==> src/rtl/ccd_tg_pkg.sv <==
package ccd_tg_pkg;

    // Three-level drive code for a vertical phase
    typedef enum logic [1:0] {
        VL_LOW  = 2'b00,
        VL_MID  = 2'b01,
        VL_HIGH = 2'b10
    } vlev_t;

    // Vertical sequencer states
    typedef enum logic [2:0] {
        VS_HOLD,
        VS_P1,
        VS_P2,
        VS_P3,
        VS_P4,
        VS_P5,
        VS_READ
    } vstate_t;

endpackage

==> src/rtl/ccd_tg_count.sv <==
module ccd_tg_count #(
    parameter int SUBPH       = 2,
    parameter int LINE_PIX    = 780,
    parameter int FRAME_LINES = 525,
    localparam int SW = (SUBPH > 1) ? $clog2(SUBPH) : 1,
    localparam int CW = $clog2(LINE_PIX),
    localparam int RW = $clog2(FRAME_LINES + 1)
) (
    input  logic          clk,
    input  logic          rst,
    output logic [SW-1:0] sp,
    output logic [CW-1:0] col,
    output logic [RW-1:0] row,
    output logic          pix_tick,
    output logic          line_end,
    output logic          frame_end,
    output logic [CW-1:0] col_nxt,
    output logic [RW-1:0] row_nxt
);

    always_comb begin
        pix_tick  = (sp == SW'(SUBPH - 1));
        line_end  = pix_tick && (col == CW'(LINE_PIX - 1));
        frame_end = line_end && (row == RW'(FRAME_LINES - 1));
        col_nxt   = (col == CW'(LINE_PIX - 1)) ? '0 : col + 1'b1;
        if (line_end) begin
            row_nxt = (row == RW'(FRAME_LINES - 1)) ? '0 : row + 1'b1;
        end else begin
            row_nxt = row;
        end
    end

    always_ff @(posedge clk) begin
        if (rst) begin
            sp  <= '0;
            col <= '0;
            row <= '0;
        end else if (pix_tick) begin
            sp  <= '0;
            col <= col_nxt;
            row <= row_nxt;
        end else begin
            sp  <= sp + 1'b1;
        end
    end

    AST_COL_WRAP: assert property (@(posedge clk) disable iff (rst)
        line_end |=> (col == '0));
    AST_ROW_STEADY: assert property (@(posedge clk) disable iff (rst)
        !line_end |=> $stable(row));
    AST_ROW_RANGE: assert property (@(posedge clk) disable iff (rst)
        row < RW'(FRAME_LINES));

endmodule

==> src/rtl/ccd_tg_vseq.sv <==
module ccd_tg_vseq
    import ccd_tg_pkg::*;
#(
    parameter int LINE_PIX    = 780,
    parameter int FRAME_LINES = 525,
    parameter int VX_START    = 31,
    parameter int VSTEP       = 12,
    parameter int RD_START    = 31,
    parameter int RD_LEN      = 25,
    parameter int READ_ROW    = 7,
    localparam int CW   = $clog2(LINE_PIX),
    localparam int RW   = $clog2(FRAME_LINES + 1),
    localparam int MAXL = (VSTEP > RD_LEN) ? VSTEP : RD_LEN,
    localparam int KW   = $clog2(MAXL + 1)
) (
    input  logic          clk,
    input  logic          rst,
    input  logic          pix_tick,
    input  logic [CW-1:0] col_nxt,
    input  logic [RW-1:0] row_nxt,
    input  logic [RW-1:0] row,
    output vlev_t         v1,
    output vlev_t         v2,
    output vlev_t         v3,
    output logic          busy
);

    vstate_t       state_q, state_d;
    logic [KW-1:0] cnt_q, cnt_d;
    logic          step_done;

    assign step_done = (cnt_q == KW'(VSTEP - 1));

    // State register
    always_ff @(posedge clk) begin
        if (rst) begin
            state_q <= VS_HOLD;
            cnt_q   <= '0;
        end else begin
            state_q <= state_d;
            cnt_q   <= cnt_d;
        end
    end

    // Next-state logic, evaluated at pixel boundaries
    always_comb begin
        state_d = state_q;
        cnt_d   = cnt_q;
        if (pix_tick) begin
            unique case (state_q)
                VS_HOLD: begin
                    cnt_d = '0;
                    if (row_nxt == RW'(READ_ROW)) begin
                        if (col_nxt == CW'(RD_START)) state_d = VS_READ;
                    end else if (col_nxt == CW'(VX_START)) begin
                        state_d = VS_P1;
                    end
                end
                VS_P1: begin
                    cnt_d = step_done ? '0 : cnt_q + 1'b1;
                    if (step_done) state_d = VS_P2;
                end
                VS_P2: begin
                    cnt_d = step_done ? '0 : cnt_q + 1'b1;
                    if (step_done) state_d = VS_P3;
                end
                VS_P3: begin
                    cnt_d = step_done ? '0 : cnt_q + 1'b1;
                    if (step_done) state_d = VS_P4;
                end
                VS_P4: begin
                    cnt_d = step_done ? '0 : cnt_q + 1'b1;
                    if (step_done) state_d = VS_P5;
                end
                VS_P5: begin
                    cnt_d = step_done ? '0 : cnt_q + 1'b1;
                    if (step_done) state_d = VS_HOLD;
                end
                VS_READ: begin
                    if (cnt_q == KW'(RD_LEN - 1)) begin
                        cnt_d   = '0;
                        state_d = VS_HOLD;
                    end else begin
                        cnt_d = cnt_q + 1'b1;
                    end
                end
                default: begin
                    cnt_d   = '0;
                    state_d = VS_HOLD;
                end
            endcase
        end
    end

    // Output decode
    always_comb begin
        unique case (state_q)
            VS_HOLD: begin v1 = VL_LOW; v2 = VL_MID;  v3 = VL_MID;  end
            VS_P1:   begin v1 = VL_LOW; v2 = VL_LOW;  v3 = VL_MID;  end
            VS_P2:   begin v1 = VL_MID; v2 = VL_LOW;  v3 = VL_MID;  end
            VS_P3:   begin v1 = VL_MID; v2 = VL_LOW;  v3 = VL_LOW;  end
            VS_P4:   begin v1 = VL_MID; v2 = VL_MID;  v3 = VL_LOW;  end
            VS_P5:   begin v1 = VL_LOW; v2 = VL_MID;  v3 = VL_LOW;  end
            VS_READ: begin v1 = VL_LOW; v2 = VL_HIGH; v3 = VL_HIGH; end
            default: begin v1 = VL_LOW; v2 = VL_MID;  v3 = VL_MID;  end
        endcase
        busy = (state_q != VS_HOLD);
    end

    AST_READ_ON_READ_ROW: assert property (@(posedge clk) disable iff (rst)
        (state_q == VS_READ) |-> (row == RW'(READ_ROW)));
    AST_NO_STEP_ON_READ_ROW: assert property (@(posedge clk) disable iff (rst)
        (state_q == VS_P1) |-> (row != RW'(READ_ROW)));
    AST_STEP_ORDER: assert property (@(posedge clk) disable iff (rst)
        ($past(state_q) == VS_P1 && state_q != VS_P1) |-> (state_q == VS_P2));
    AST_CNT_BOUND: assert property (@(posedge clk) disable iff (rst)
        cnt_q < KW'(MAXL));

endmodule

==> src/rtl/ccd_tg_hgen.sv <==
module ccd_tg_hgen #(
    parameter int SUBPH       = 2,
    parameter int LINE_PIX    = 780,
    parameter int FRAME_LINES = 525,
    parameter int HS_PIX      = 58,
    parameter int BLANK_PIX   = 120,
    parameter int VS_LINES    = 3,
    localparam int SW   = (SUBPH > 1) ? $clog2(SUBPH) : 1,
    localparam int CW   = $clog2(LINE_PIX),
    localparam int RW   = $clog2(FRAME_LINES + 1),
    localparam int HALF = SUBPH / 2
) (
    input  logic          clk,
    input  logic          rst,
    input  logic [SW-1:0] sp,
    input  logic [CW-1:0] col,
    input  logic [RW-1:0] row,
    input  logic          busy,
    output logic          h1,
    output logic          h2,
    output logic          rg,
    output logic          hsync_n,
    output logic          vsync_n,
    output logic          blank
);

    logic freeze;

    always_comb begin
        freeze  = rst || busy;
        h1      = freeze ? 1'b1 : (sp <  SW'(HALF));
        h2      = freeze ? 1'b0 : (sp >= SW'(HALF));
        rg      = !freeze && (sp == '0);
        hsync_n = rst || (col >= CW'(HS_PIX));
        blank   = rst || (col <  CW'(BLANK_PIX));
        vsync_n = rst || (row >= RW'(VS_LINES));
    end

    AST_H_COMPLEMENT: assert property (@(posedge clk) disable iff (rst)
        h1 != h2);
    AST_RG_WITH_H1: assert property (@(posedge clk) disable iff (rst)
        rg |-> h1);
    AST_HSYNC_IN_BLANK: assert property (@(posedge clk) disable iff (rst)
        !hsync_n |-> blank);

endmodule

==> src/rtl/ccd_tg_shutter.sv <==
module ccd_tg_shutter #(
    parameter int LINE_PIX    = 780,
    parameter int FRAME_LINES = 525,
    parameter int SUB_START   = 95,
    parameter int SUB_LEN     = 12,
    localparam int CW = $clog2(LINE_PIX),
    localparam int RW = $clog2(FRAME_LINES + 1)
) (
    input  logic          clk,
    input  logic          rst,
    input  logic          frame_end,
    input  logic [RW-1:0] shut_line,
    input  logic [RW-1:0] row,
    input  logic [CW-1:0] col,
    output logic          sub
);

    logic [RW-1:0] shut_q;
    logic          in_win;

    always_ff @(posedge clk) begin
        if (rst || frame_end) begin
            shut_q <= shut_line;
        end
    end

    always_comb begin
        in_win = (int'(col) >= SUB_START) && (int'(col) < SUB_START + SUB_LEN);
        sub    = !rst && in_win && (row < shut_q);
    end

    AST_SETTING_HELD: assert property (@(posedge clk) disable iff (rst)
        !frame_end |=> $stable(shut_q));

endmodule

==> src/rtl/ccd_timing_gen.sv <==
module ccd_timing_gen
    import ccd_tg_pkg::*;
#(
    parameter int SUBPH       = 2,
    parameter int LINE_PIX    = 780,
    parameter int FRAME_LINES = 525,
    parameter int HS_PIX      = 58,
    parameter int BLANK_PIX   = 120,
    parameter int VS_LINES    = 3,
    parameter int VX_START    = 31,
    parameter int VSTEP       = 12,
    parameter int RD_START    = 31,
    parameter int RD_LEN      = 25,
    parameter int READ_ROW    = 7,
    parameter int SUB_START   = 95,
    parameter int SUB_LEN     = 12,
    localparam int SW = (SUBPH > 1) ? $clog2(SUBPH) : 1,
    localparam int CW = $clog2(LINE_PIX),
    localparam int RW = $clog2(FRAME_LINES + 1)
) (
    input  logic          clk,
    input  logic          rst,
    input  logic [RW-1:0] shut_line,
    output logic          h1,
    output logic          h2,
    output logic          rg,
    output logic          hsync_n,
    output logic          vsync_n,
    output logic          blank,
    output logic [1:0]    v1,
    output logic [1:0]    v2,
    output logic [1:0]    v3,
    output logic          sub
);

    logic [SW-1:0] sp;
    logic [CW-1:0] col, col_nxt;
    logic [RW-1:0] row, row_nxt;
    logic          pix_tick, line_end, frame_end;
    vlev_t         v1_s, v2_s, v3_s;
    logic          busy_s, busy;

    ccd_tg_count #(
        .SUBPH(SUBPH), .LINE_PIX(LINE_PIX), .FRAME_LINES(FRAME_LINES)
    ) u_count (
        .clk(clk), .rst(rst), .sp(sp), .col(col), .row(row),
        .pix_tick(pix_tick), .line_end(line_end), .frame_end(frame_end),
        .col_nxt(col_nxt), .row_nxt(row_nxt)
    );

    ccd_tg_vseq #(
        .LINE_PIX(LINE_PIX), .FRAME_LINES(FRAME_LINES),
        .VX_START(VX_START), .VSTEP(VSTEP),
        .RD_START(RD_START), .RD_LEN(RD_LEN), .READ_ROW(READ_ROW)
    ) u_vseq (
        .clk(clk), .rst(rst), .pix_tick(pix_tick),
        .col_nxt(col_nxt), .row_nxt(row_nxt), .row(row),
        .v1(v1_s), .v2(v2_s), .v3(v3_s), .busy(busy_s)
    );

    assign busy = !rst && busy_s;

    ccd_tg_hgen #(
        .SUBPH(SUBPH), .LINE_PIX(LINE_PIX), .FRAME_LINES(FRAME_LINES),
        .HS_PIX(HS_PIX), .BLANK_PIX(BLANK_PIX), .VS_LINES(VS_LINES)
    ) u_hgen (
        .clk(clk), .rst(rst), .sp(sp), .col(col), .row(row), .busy(busy),
        .h1(h1), .h2(h2), .rg(rg), .hsync_n(hsync_n),
        .vsync_n(vsync_n), .blank(blank)
    );

    ccd_tg_shutter #(
        .LINE_PIX(LINE_PIX), .FRAME_LINES(FRAME_LINES),
        .SUB_START(SUB_START), .SUB_LEN(SUB_LEN)
    ) u_shutter (
        .clk(clk), .rst(rst), .frame_end(frame_end), .shut_line(shut_line),
        .row(row), .col(col), .sub(sub)
    );

    always_comb begin
        if (rst) begin
            v1 = VL_LOW;
            v2 = VL_MID;
            v3 = VL_MID;
        end else begin
            v1 = v1_s;
            v2 = v2_s;
            v3 = v3_s;
        end
    end

    AST_HOLD_HCLK: assert property (@(posedge clk) disable iff (rst)
        (v1 != VL_LOW || v2 != VL_MID || v3 != VL_MID) |-> (h1 && !h2 && !rg));
    AST_SUB_IN_BLANK: assert property (@(posedge clk) disable iff (rst)
        sub |-> blank);
    AST_READ_EXCLUSIVE: assert property (@(posedge clk) disable iff (rst)
        (v2 == VL_HIGH) |-> (v3 == VL_HIGH && v1 == VL_LOW));

endmodule

==> config.mk <==
export PLATFORM = sky130hd
export DESIGN_NAME = ccd_timing_gen
export DESIGN_NICKNAME = d
export VERILOG_FILES = /design/src/rtl/ccd_tg_pkg.sv /design/src/rtl/ccd_tg_count.sv /design/src/rtl/ccd_tg_vseq.sv /design/src/rtl/ccd_tg_hgen.sv /design/src/rtl/ccd_tg_shutter.sv /design/src/rtl/ccd_timing_gen.sv
export SDC_FILE = /design/constraint.sdc
export NUM_CORES = 1
export LEC_CHECK = 0
export BUFFER_PORTS_ARGS = -buffer_cell sky130_fd_sc_hd__buf_2
export CAP_MARGIN = 10
export CORE_MARGIN = 5
export CORE_UTILIZATION = 64
export CTS_CLUSTER_DIAMETER = 60
export DETAILED_ROUTE_END_ITERATION = 10
export PLACE_DENSITY = 0.82
export SLEW_MARGIN = 0
export SYNTH_ARGS = -nofsm -noshare
export SYNTH_HDL_FRONTEND = slang
export SYNTH_SLANG_ARGS = --single-unit
==> constraint.sdc <==
create_clock -name clk -period 7.1 [get_ports clk]
set_clock_uncertainty 0.2 [all_clocks]
set_input_delay 1.065 -clock clk [delete_from_list [all_inputs] [get_ports clk]]
set_output_delay 1.065 -clock clk [all_outputs]
set_load 0.01 [all_outputs]
Word level (Yosys, flattened, before mapping)
Cells that the tools add are included.
Widths: inputs -> output; s select.
{"block": "classes", "add_sub_neg": 4, "eq_ne": 19, "bitwise_logic": 1, "magnitude_cmp": 8, "muxes": 24, "reduce_logical": 22}
{"op": "$mux 10", "count": 3}
{"op": "$mux 3", "count": 9}
{"op": "$pmux 3 s7", "count": 1}
{"op": "$add 10x1->10 const B", "count": 2}
{"op": "$eq 10x10->1 const B", "count": 2}
{"op": "$lt 10x7->1 const B", "count": 2}
{"op": "$ne 2x1->1 const B", "count": 7}
{"op": "$eq 10x3->1 const B", "count": 1}
{"op": "$eq 10x5->1 const B", "count": 1}
{"op": "$ge 10x2->1 const B", "count": 1}
{"op": "$ge 10x6->1 const B", "count": 1}
{"op": "$ge 10x7->1 const B", "count": 1}
{"op": "$lt 10x10->1", "count": 1}
{"op": "$mux 5", "count": 2}
{"op": "$pmux 5 s2", "count": 1}
{"op": "$eq 3x3->1 const B", "count": 3}
{"op": "$reduce_or 3->1", "count": 3}
{"op": "$pmux 2 s2", "count": 2}
{"op": "$reduce_and 8->1", "count": 1}
{"op": "$logic_and 1x1->1", "count": 7}
{"op": "$eq 3x2->1 const B", "count": 2}
{"op": "$mux 2", "count": 3}
{"op": "$add 5x1->5 const B", "count": 1}
{"op": "$eq 5x4->1 const B", "count": 1}
{"op": "other kinds (13)", "count": 20}
{"block": "word_totals", "output_inout_bits": 13, "ff_bits": 39, "inputBits": 12, "word_cells": 84}

Longest topological paths before layout
Gate-level depths: netlist of the first run.
{"block": "depth", "ltp_word": 6, "mapped_depth": 9, "ltp_nobuf": 8}

Modules after synthesis
Synthesis of the first run repeated with hierarchy kept, for this count alone.
{"block": "hier_totals", "cells_unflattened": 317, "hier_area_um2": 2700.1}
{"mod": "ccd_tg_count", "seq_area_each_um2": 420.4, "area_each_um2": 1306.3, "cells_per_inst": 163, "n_inst": 1}
{"mod": "ccd_tg_vseq", "seq_area_each_um2": 160.2, "area_each_um2": 649.4, "cells_per_inst": 84, "n_inst": 1}
{"mod": "ccd_tg_shutter", "seq_area_each_um2": 300.3, "area_each_um2": 610.6, "cells_per_inst": 49, "n_inst": 1}
{"mod": "ccd_tg_hgen", "seq_area_each_um2": 0.0, "area_each_um2": 90.1, "cells_per_inst": 14, "n_inst": 1}
{"mod": "ccd_timing_gen", "seq_area_each_um2": 0.0, "area_each_um2": 43.8, "cells_per_inst": 7, "n_inst": 1}

Worst setup path after synthesis of the first run
OpenSTA, ideal clock, no wires.
{"block": "synth_path", "path_kind": "input to output", "startpoint": "in rst", "endpoint": "out v3[1]", "slack_ps": 3839, "path_buffers": 3, "t_arrival_ps": 1996, "t_required_ps": 5835, "path_stages": 4, "cell_sequence": "clkbuf_1 -> buf_1 -> nor3_1 -> buf_4"}
{"block": "synth_via", "elab_chain_cells": 1}
{"element": "from (decl)", "line_no": "ccd_timing_gen.sv:22", "source": "input logic rst,"}
{"element": "$mux 2", "line_no": "ccd_timing_gen.sv:81", "source": "if (rst) begin"}
{"element": "to (decl)", "line_no": "ccd_timing_gen.sv:32", "source": "output logic [1:0] v3,"}
Every way passes these cells.

Worst setup path in the final report of the first run
{"block": "layout_path", "startpoint": "in rst", "endpoint": "out sub"}
{"block": "layout_via", "elab_chain_cells": 3}
{"element": "$logic_not 1->1", "line_no": "ccd_tg_shutter.sv:29", "source": "sub = !rst && in_win && (row < shut_q);"}
{"element": "$logic_and 1x1->1 (2 in series)", "line_no": "ccd_tg_shutter.sv:29"}
{"element": "to (decl)", "line_no": "ccd_timing_gen.sv:33", "source": "output logic sub"}
Every way passes these cells.

==> flow_metrics.tcl, run 1 <==
set metrics [dict create \
    status "complete, no violations" \
    crit_top_cell "buf_2" \
    min_period_ps 3710 \
    drv_slew 0 \
    ant_nets 0 \
    netlist.top_cell.by_area "dfxtp_1" \
    design_area_sq_um 2730 \
    syn2layout_area_growth_pct 6.17 \
    io_pins 25 \
    switching_share_pct 24.6 \
    async_reset_ff_share_pct 0 \
    total_power_uw 417 \
    cpPeakStageDelay_ps 360 \
    yosys_warnings 0 \
    h-tree-depth 2 \
    slew_headroom_pct 43.7 \
    synth_cells 312 \
    min_period_over_period_pct 52.2 \
    synth.distinct_cells 59 \
    core_area_sq_um 3940 \
    die_h_microns 73.4 \
    dr.pass1.iters 4 \
    max-cap-violations 0 \
    fmax_mhz 270 \
    netlist.area_leader.share_pct 22.5 \
    crit_type "in -> out" \
    leakagePower_nw 1.05 \
    yosysSeqAreaShare_pct 34.2 \
    cts_resized 0 \
    cts_tree "yes" \
    first_global_vias 2090 \
    syn-cell-area_sq_um 2570 \
    die_w_microns 73.4 \
    drtIter0Drc 269 \
    cts-root-buf "clkbuf_8" \
    cts_sinks 39 \
    power_density_nw_per_um2 152 \
    num_rows 23 \
    gr-total-overflow 0 \
    synth_area_per_cell_sq_um 8.25 \
    p_seq_share_pct 57.7 \
    slowest_stage "nor4_1" \
    grt_usage_pct 22.0 \
    final_util_pct 69.3 \
    dieArea_sq_um 5390 \
    setup_violations 0 \
    drive_gt1_share_pct 12.1 \
    worstMarginPinSlew_ps 834 \
    synth_commonest_cells "dfxtp_1, nor2_1, nand2_1" \
    crit_path_cell_trace "buf_2 -> nor4_1 -> nand4b_1 -> a211o_1 -> a21oi_1 -> buf_2" \
    drc 0 \
    grt_pass1_wl_microns 9390 \
    start_util_pct 65.3 \
    ctsLongestPathBuffers 2 \
    combPwrFrac_pct 6.6 \
    synth.area.top_cells "dfxtp_1, edfxtp_1, ha_1" \
    p_switching_uw 102 \
    nets 347 \
    port_buffers 23 \
    cp.required_ps 5830 \
    finalHoldViolCount 0 \
    p_clk_share_pct 35.7 \
    grt_max_degree 33 \
    p_int_uw 314 \
    hp-class "reg -> reg" \
    route.vias.total 2314 \
    synth_flop_cell "dfxtp_1" \
    cts_buffers 5 \
    place_congestion 0.958 \
    ys_seq_elements 39 \
    tns_ps 0 \
    cp-start-kind "primary input" \
    num_antenna_cells 0 \
    wl_per_cell_microns 14.8 \
    synth_edf_count 10 \
    peakVddDrop_mv 0.105 \
    hold_buffers 0 \
    antenna_found_initial 0 \
    crit_fanout 32 \
    crit_path_end_kind "primary output" \
    cts_setup_buffers 0 \
    placed_area_sq_um 2650 \
    clk_pin_slew_ps 70 \
    dp.final_hpwl_microns 3870 \
    arrival_ps 2440 \
    avgViaCountPerCell 6.24 \
    clock_latency_ps 300 \
    rsz0062_at_grt "false" \
    drt_wl_total_microns 5480 \
    syn_nets 339 \
]
through the flow:
step / cells / hold slack (ps) / worst slack (ps)
after floorplan: 312 / 262 / 3840
after global placement: 363 / 281 / 3460
after detailed placement: 363 / 295 / 3410
after CTS: 371 / 304 / 3380
after global routing: 371 / 321 / 3250
final: 371 / 300 / 3390
layout by cell type, fill, tap and decap left out, types with 4 or more instances in the layout:
master | netlist | final
a211oi_1 | 4 | 4
a21o_1 | 4 | 4
a21oi_1 | 17 | 17
buf_2 | 2 | 23
clkbuf_8 | 0 | 5
dfxtp_1 | 29 | 29
edfxtp_1 | 10 | 10
ha_1 | 15 | 15
inv_1 | 17 | 17
nand2_1 | 25 | 25
nand2b_1 | 5 | 5
nand3_1 | 12 | 12
nand4_1 | 12 | 12
nand4b_1 | 5 | 5
nor2_1 | 29 | 29
nor3_1 | 15 | 15
o21ai_0 | 19 | 19
or3_1 | 6 | 6
xnor2_1 | 6 | 6
xor2_1 | 5 | 5
worst max-delay path: cells and delay by family:
family / cells / cell delay (ps)
simple gates: 2 / 510
buf+inv: 2 / 430
compound gates: 2 / 420
logic make-up (layout without fill, tap and decap cells):
group / after synthesis / after routing / share of synthesized area [%]
adders and majority gates: 15 / 15 / 7.29
DFF: 39 / 39 / 34.2
and+or+nand+nor: 137 / 137 / 29.6
buffers and inverters: 39 / 48 / 6.51
xor gates and xnor gates: 11 / 11 / 3.74
AOI/OAI and AO/OA: 67 / 67 / 17.3
muxes: 3 / 3 / 1.17
other: 1 / 1 / 0.146
final cells by class:
type / instances / area, sq um
clock buffers: 6 / 72.6
clock inverters: 2 / 12.5
fillers: 319 / 1210
inverters: 17 / 63.8
multi-input cells: 234 / 1530
flip-flops and latches: 39 / 881
well taps: 50 / 62.6
repair buffers: 23 / 115
sequential cells by signal, summed over array words and instances, names as in the netlist:
signal / cells
u_shutter.shut_q: 10
u_count.pix_tick: 1
u_vseq.state_q: 3
u_count.col: 10
u_vseq.cnt_q: 5
u_count.row: 10
power groups by stage:
| stage | Sequential (mW) | Clock [mW] | Combinational [mW] |
|---|---|---|---|
| after floorplan | 0.242 | 0 | 0.0207 |
| after global placement | 0.245 | 0 | 0.0262 |
| after detailed placement | 0.245 | 0 | 0.0276 |
| after CTS | 0.240 | 0.152 | 0.0278 |
| after global routing | 0.241 | 0.166 | 0.0315 |
| final | 0.241 | 0.149 | 0.0275 |
worst paths after layout:
kind | end | depth (start not counted) | from | slack, ps
setup / recovery | sub | 6 | rst | 3390
hold / removal | u_vseq.cnt_q[1] | 2 | u_vseq.cnt_q[1] | 300
setup reg to reg | u_vseq.state_q[0] | 7 | u_count.col[1] | 4160
hold reg to reg | u_vseq.cnt_q[1] | 2 | u_vseq.cnt_q[1] | 300
layer usage:
metal / vias up / routed length (microns) / global-route usage [%]
met5: - / 0 / 0
met4: 0 / 80 / 6.64
met3: 9 / 320 / 4.65
met2: 72 / 2480 / 36.0
met1: 1084 / 2600 / 29.1
li1: 1149 / - / -
No activity file was read; power rests on OpenSTA's default activity.
==> run 2: changes to the inputs <==
CORE_UTILIZATION = 53   (was 64)
PLACE_DENSITY = 0.72   (was 0.82)
clock period = 3.4 ns   (was 7.1 ns; I/O delays follow)
==> run 2 against run 1 <==
Combinational power up 130%. Sequential power up 110%. Largest cell class unchanged. Power up 140%. Routed wire length about the same. Highest routed layer unchanged. Via count down 1.7%.
==> flow_metrics.tcl, run 2 (same netlist as run 1, synthesis figures left out) <==
set metrics [dict create \
    status "complete, no violations" \
    port_buffers 23 \
    crit_path_end_kind "flip-flop" \
    first_global_vias 2042 \
    p_switching_uw 214 \
    grt_pass1_wl_microns 9630 \
    leakagePower_nw 1.08 \
    ant_nets 0 \
    ctsLongestPathBuffers 2 \
    place_congestion 0.913 \
    crit_fanout 8 \
    p_seq_share_pct 50.1 \
    cts_buffers 5 \
    drive_gt1_share_pct 13.0 \
    cts_setup_buffers 0 \
    combPwrFrac_pct 6.4 \
    peakVddDrop_mv 0.297 \
    cts_resized 0 \
    reg2reg_slack_ps 530 \
    dr.pass1.iters 4 \
    min_period_ps 2870 \
    crit_type "reg -> reg" \
    clk_pin_slew_ps 80 \
    fill_cells 430 \
    crit_path_cell_trace "ha_1 -> or4b_4 -> nor3_4 -> nand4_1 -> a211oi_2 -> o2111ai_2 -> o221a_1" \
    cpPeakStageDelay_ps 550 \
    grt_max_degree 32 \
    start_util_pct 54.5 \
    cp.required_ps 3390 \
    cp_top_family "simple AND/OR/NAND/NOR gates" \
    hp-class "in -> reg" \
    arrival_ps 2860 \
    avgViaCountPerCell 5.83 \
    final_cell_mix "nor2_1, dfxtp_1, nand2_1" \
    switching_share_pct 21.5 \
    register_area_sq_um 881 \
    wl_per_cell_microns 14.1 \
    slowest_stage "or4b_4" \
    worst-path-buf-inv 0 \
    r2r_start "u_count.col[1]" \
    die_h_microns 79.7 \
    grt_usage_pct 18.7 \
    finalHoldViolCount 0 \
    core_area_sq_um 4720 \
    tns_ps 0 \
    worstReg2RegEnd "u_vseq.state_q[0]" \
    hold_depth 1 \
    gr-total-overflow 0 \
    power_density_nw_per_um2 352 \
    cts-root-buf "clkbuf_8" \
    route.vias.total 2274 \
    p_clk_share_pct 43.6 \
    drv_slew 0 \
    cp-start-kind "flip-flop" \
    setup_violations 0 \
    design_area_sq_um 2820 \
    max-cap-violations 0 \
    h-tree-depth 2 \
    min_period_over_period_pct 84.3 \
    drtIter0Drc 263 \
    multi_input_area_sq_um 1530 \
    p_int_uw 778 \
    slew_headroom_pct 42.7 \
    rsz0062_at_grt "false" \
    whs_endpoint "u_shutter.shut_q[0]" \
    largestRegisters "u_count.col (10), u_count.row (10), u_shutter.shut_q (10)" \
    dieArea_sq_um 6350 \
    worstMarginPinSlew_ps 848 \
    placed_area_sq_um 2690 \
    clock_latency_ps 290 \
    drt_wl_total_microns 5480 \
    min_from "shut_line[0]" \
    syn2layout_area_growth_pct 9.38 \
    die_w_microns 79.7 \
    dp.final_hpwl_microns 3900 \
    antenna_found_initial 0 \
    fmax_mhz 349 \
    io_pins 25 \
    hold_buffers 0 \
    cts_tree "yes" \
    nets 349 \
    num_antenna_cells 0 \
    num_rows 25 \
    r2r_cells 7 \
    cts_sinks 39 \
    drc 0 \
]
run 2: cell types whose count changed in the layout (fill, tap and decap cells not counted):
cell / previous run / this run
buf_4: 0 / 2
bufinv_16: 0 / 1
clkbuf_16: 0 / 1
clkbuf_1: 1 / 0
clkinv_2: 1 / 0
run 2: power groups by stage:
stage,Combinational (mW),Sequential (mW),Clock (mW)
2_1_floorplan,0.0432,0.506,0
4_1_cts,0.0635,0.496,0.440
6_report,0.0631,0.496,0.432
3_5_place_dp,0.0631,0.507,0
3_3_place_gp,0.0620,0.507,0
5_1_grt,0.0705,0.498,0.463
run 2: how the worst max path moves through the flow:
stage	from	end	slack (ps)	depth (start not counted)
after detailed placement	u_count.col[1]	u_vseq.state_q[0]	590	7
after floorplan	u_count.col[1]	u_shutter.shut_q[0]	830	7
after global routing	u_count.col[1]	u_vseq.state_q[0]	410	7
after global placement	u_count.col[1]	u_vseq.state_q[0]	710	7
final	u_count.col[1]	u_vseq.state_q[0]	530	7
after CTS	u_count.col[1]	u_vseq.state_q[0]	550	7
run 2: layer usage:
metal	track usage [%]	vias to the layer above	share of wire (%)
li1	-	1156	-
met1	26.7	1045	48
met2	29.5	68	46
met3	3.05	5	4.5
met4	4.64	0	0.84
met5	0	-	0
run 2: per-stage QoR:
step                      hold WS, ps  util, %  cells  setup slack [ps]  total power [mW]
after floorplan                   262        -    312               833             0.549
after global routing              173     59.6    390               406              1.03
after global placement            284     56.8    382               706             0.569
after CTS                         184     59.6    390               550             0.999
after detailed placement          295     56.8    382               588             0.570
final                             188     59.6    390               535             0.991
run 2: layout make-up:
type | instances | area share [%]
multi-input combinational | 234 | 54.2
sequential | 39 | 31.3
timing repair buffer | 25 | 4.62
clock buffer | 6 | 3.33
tap | 67 | 2.98
inverter | 17 | 2.27
clock inverter | 2 | 1.33
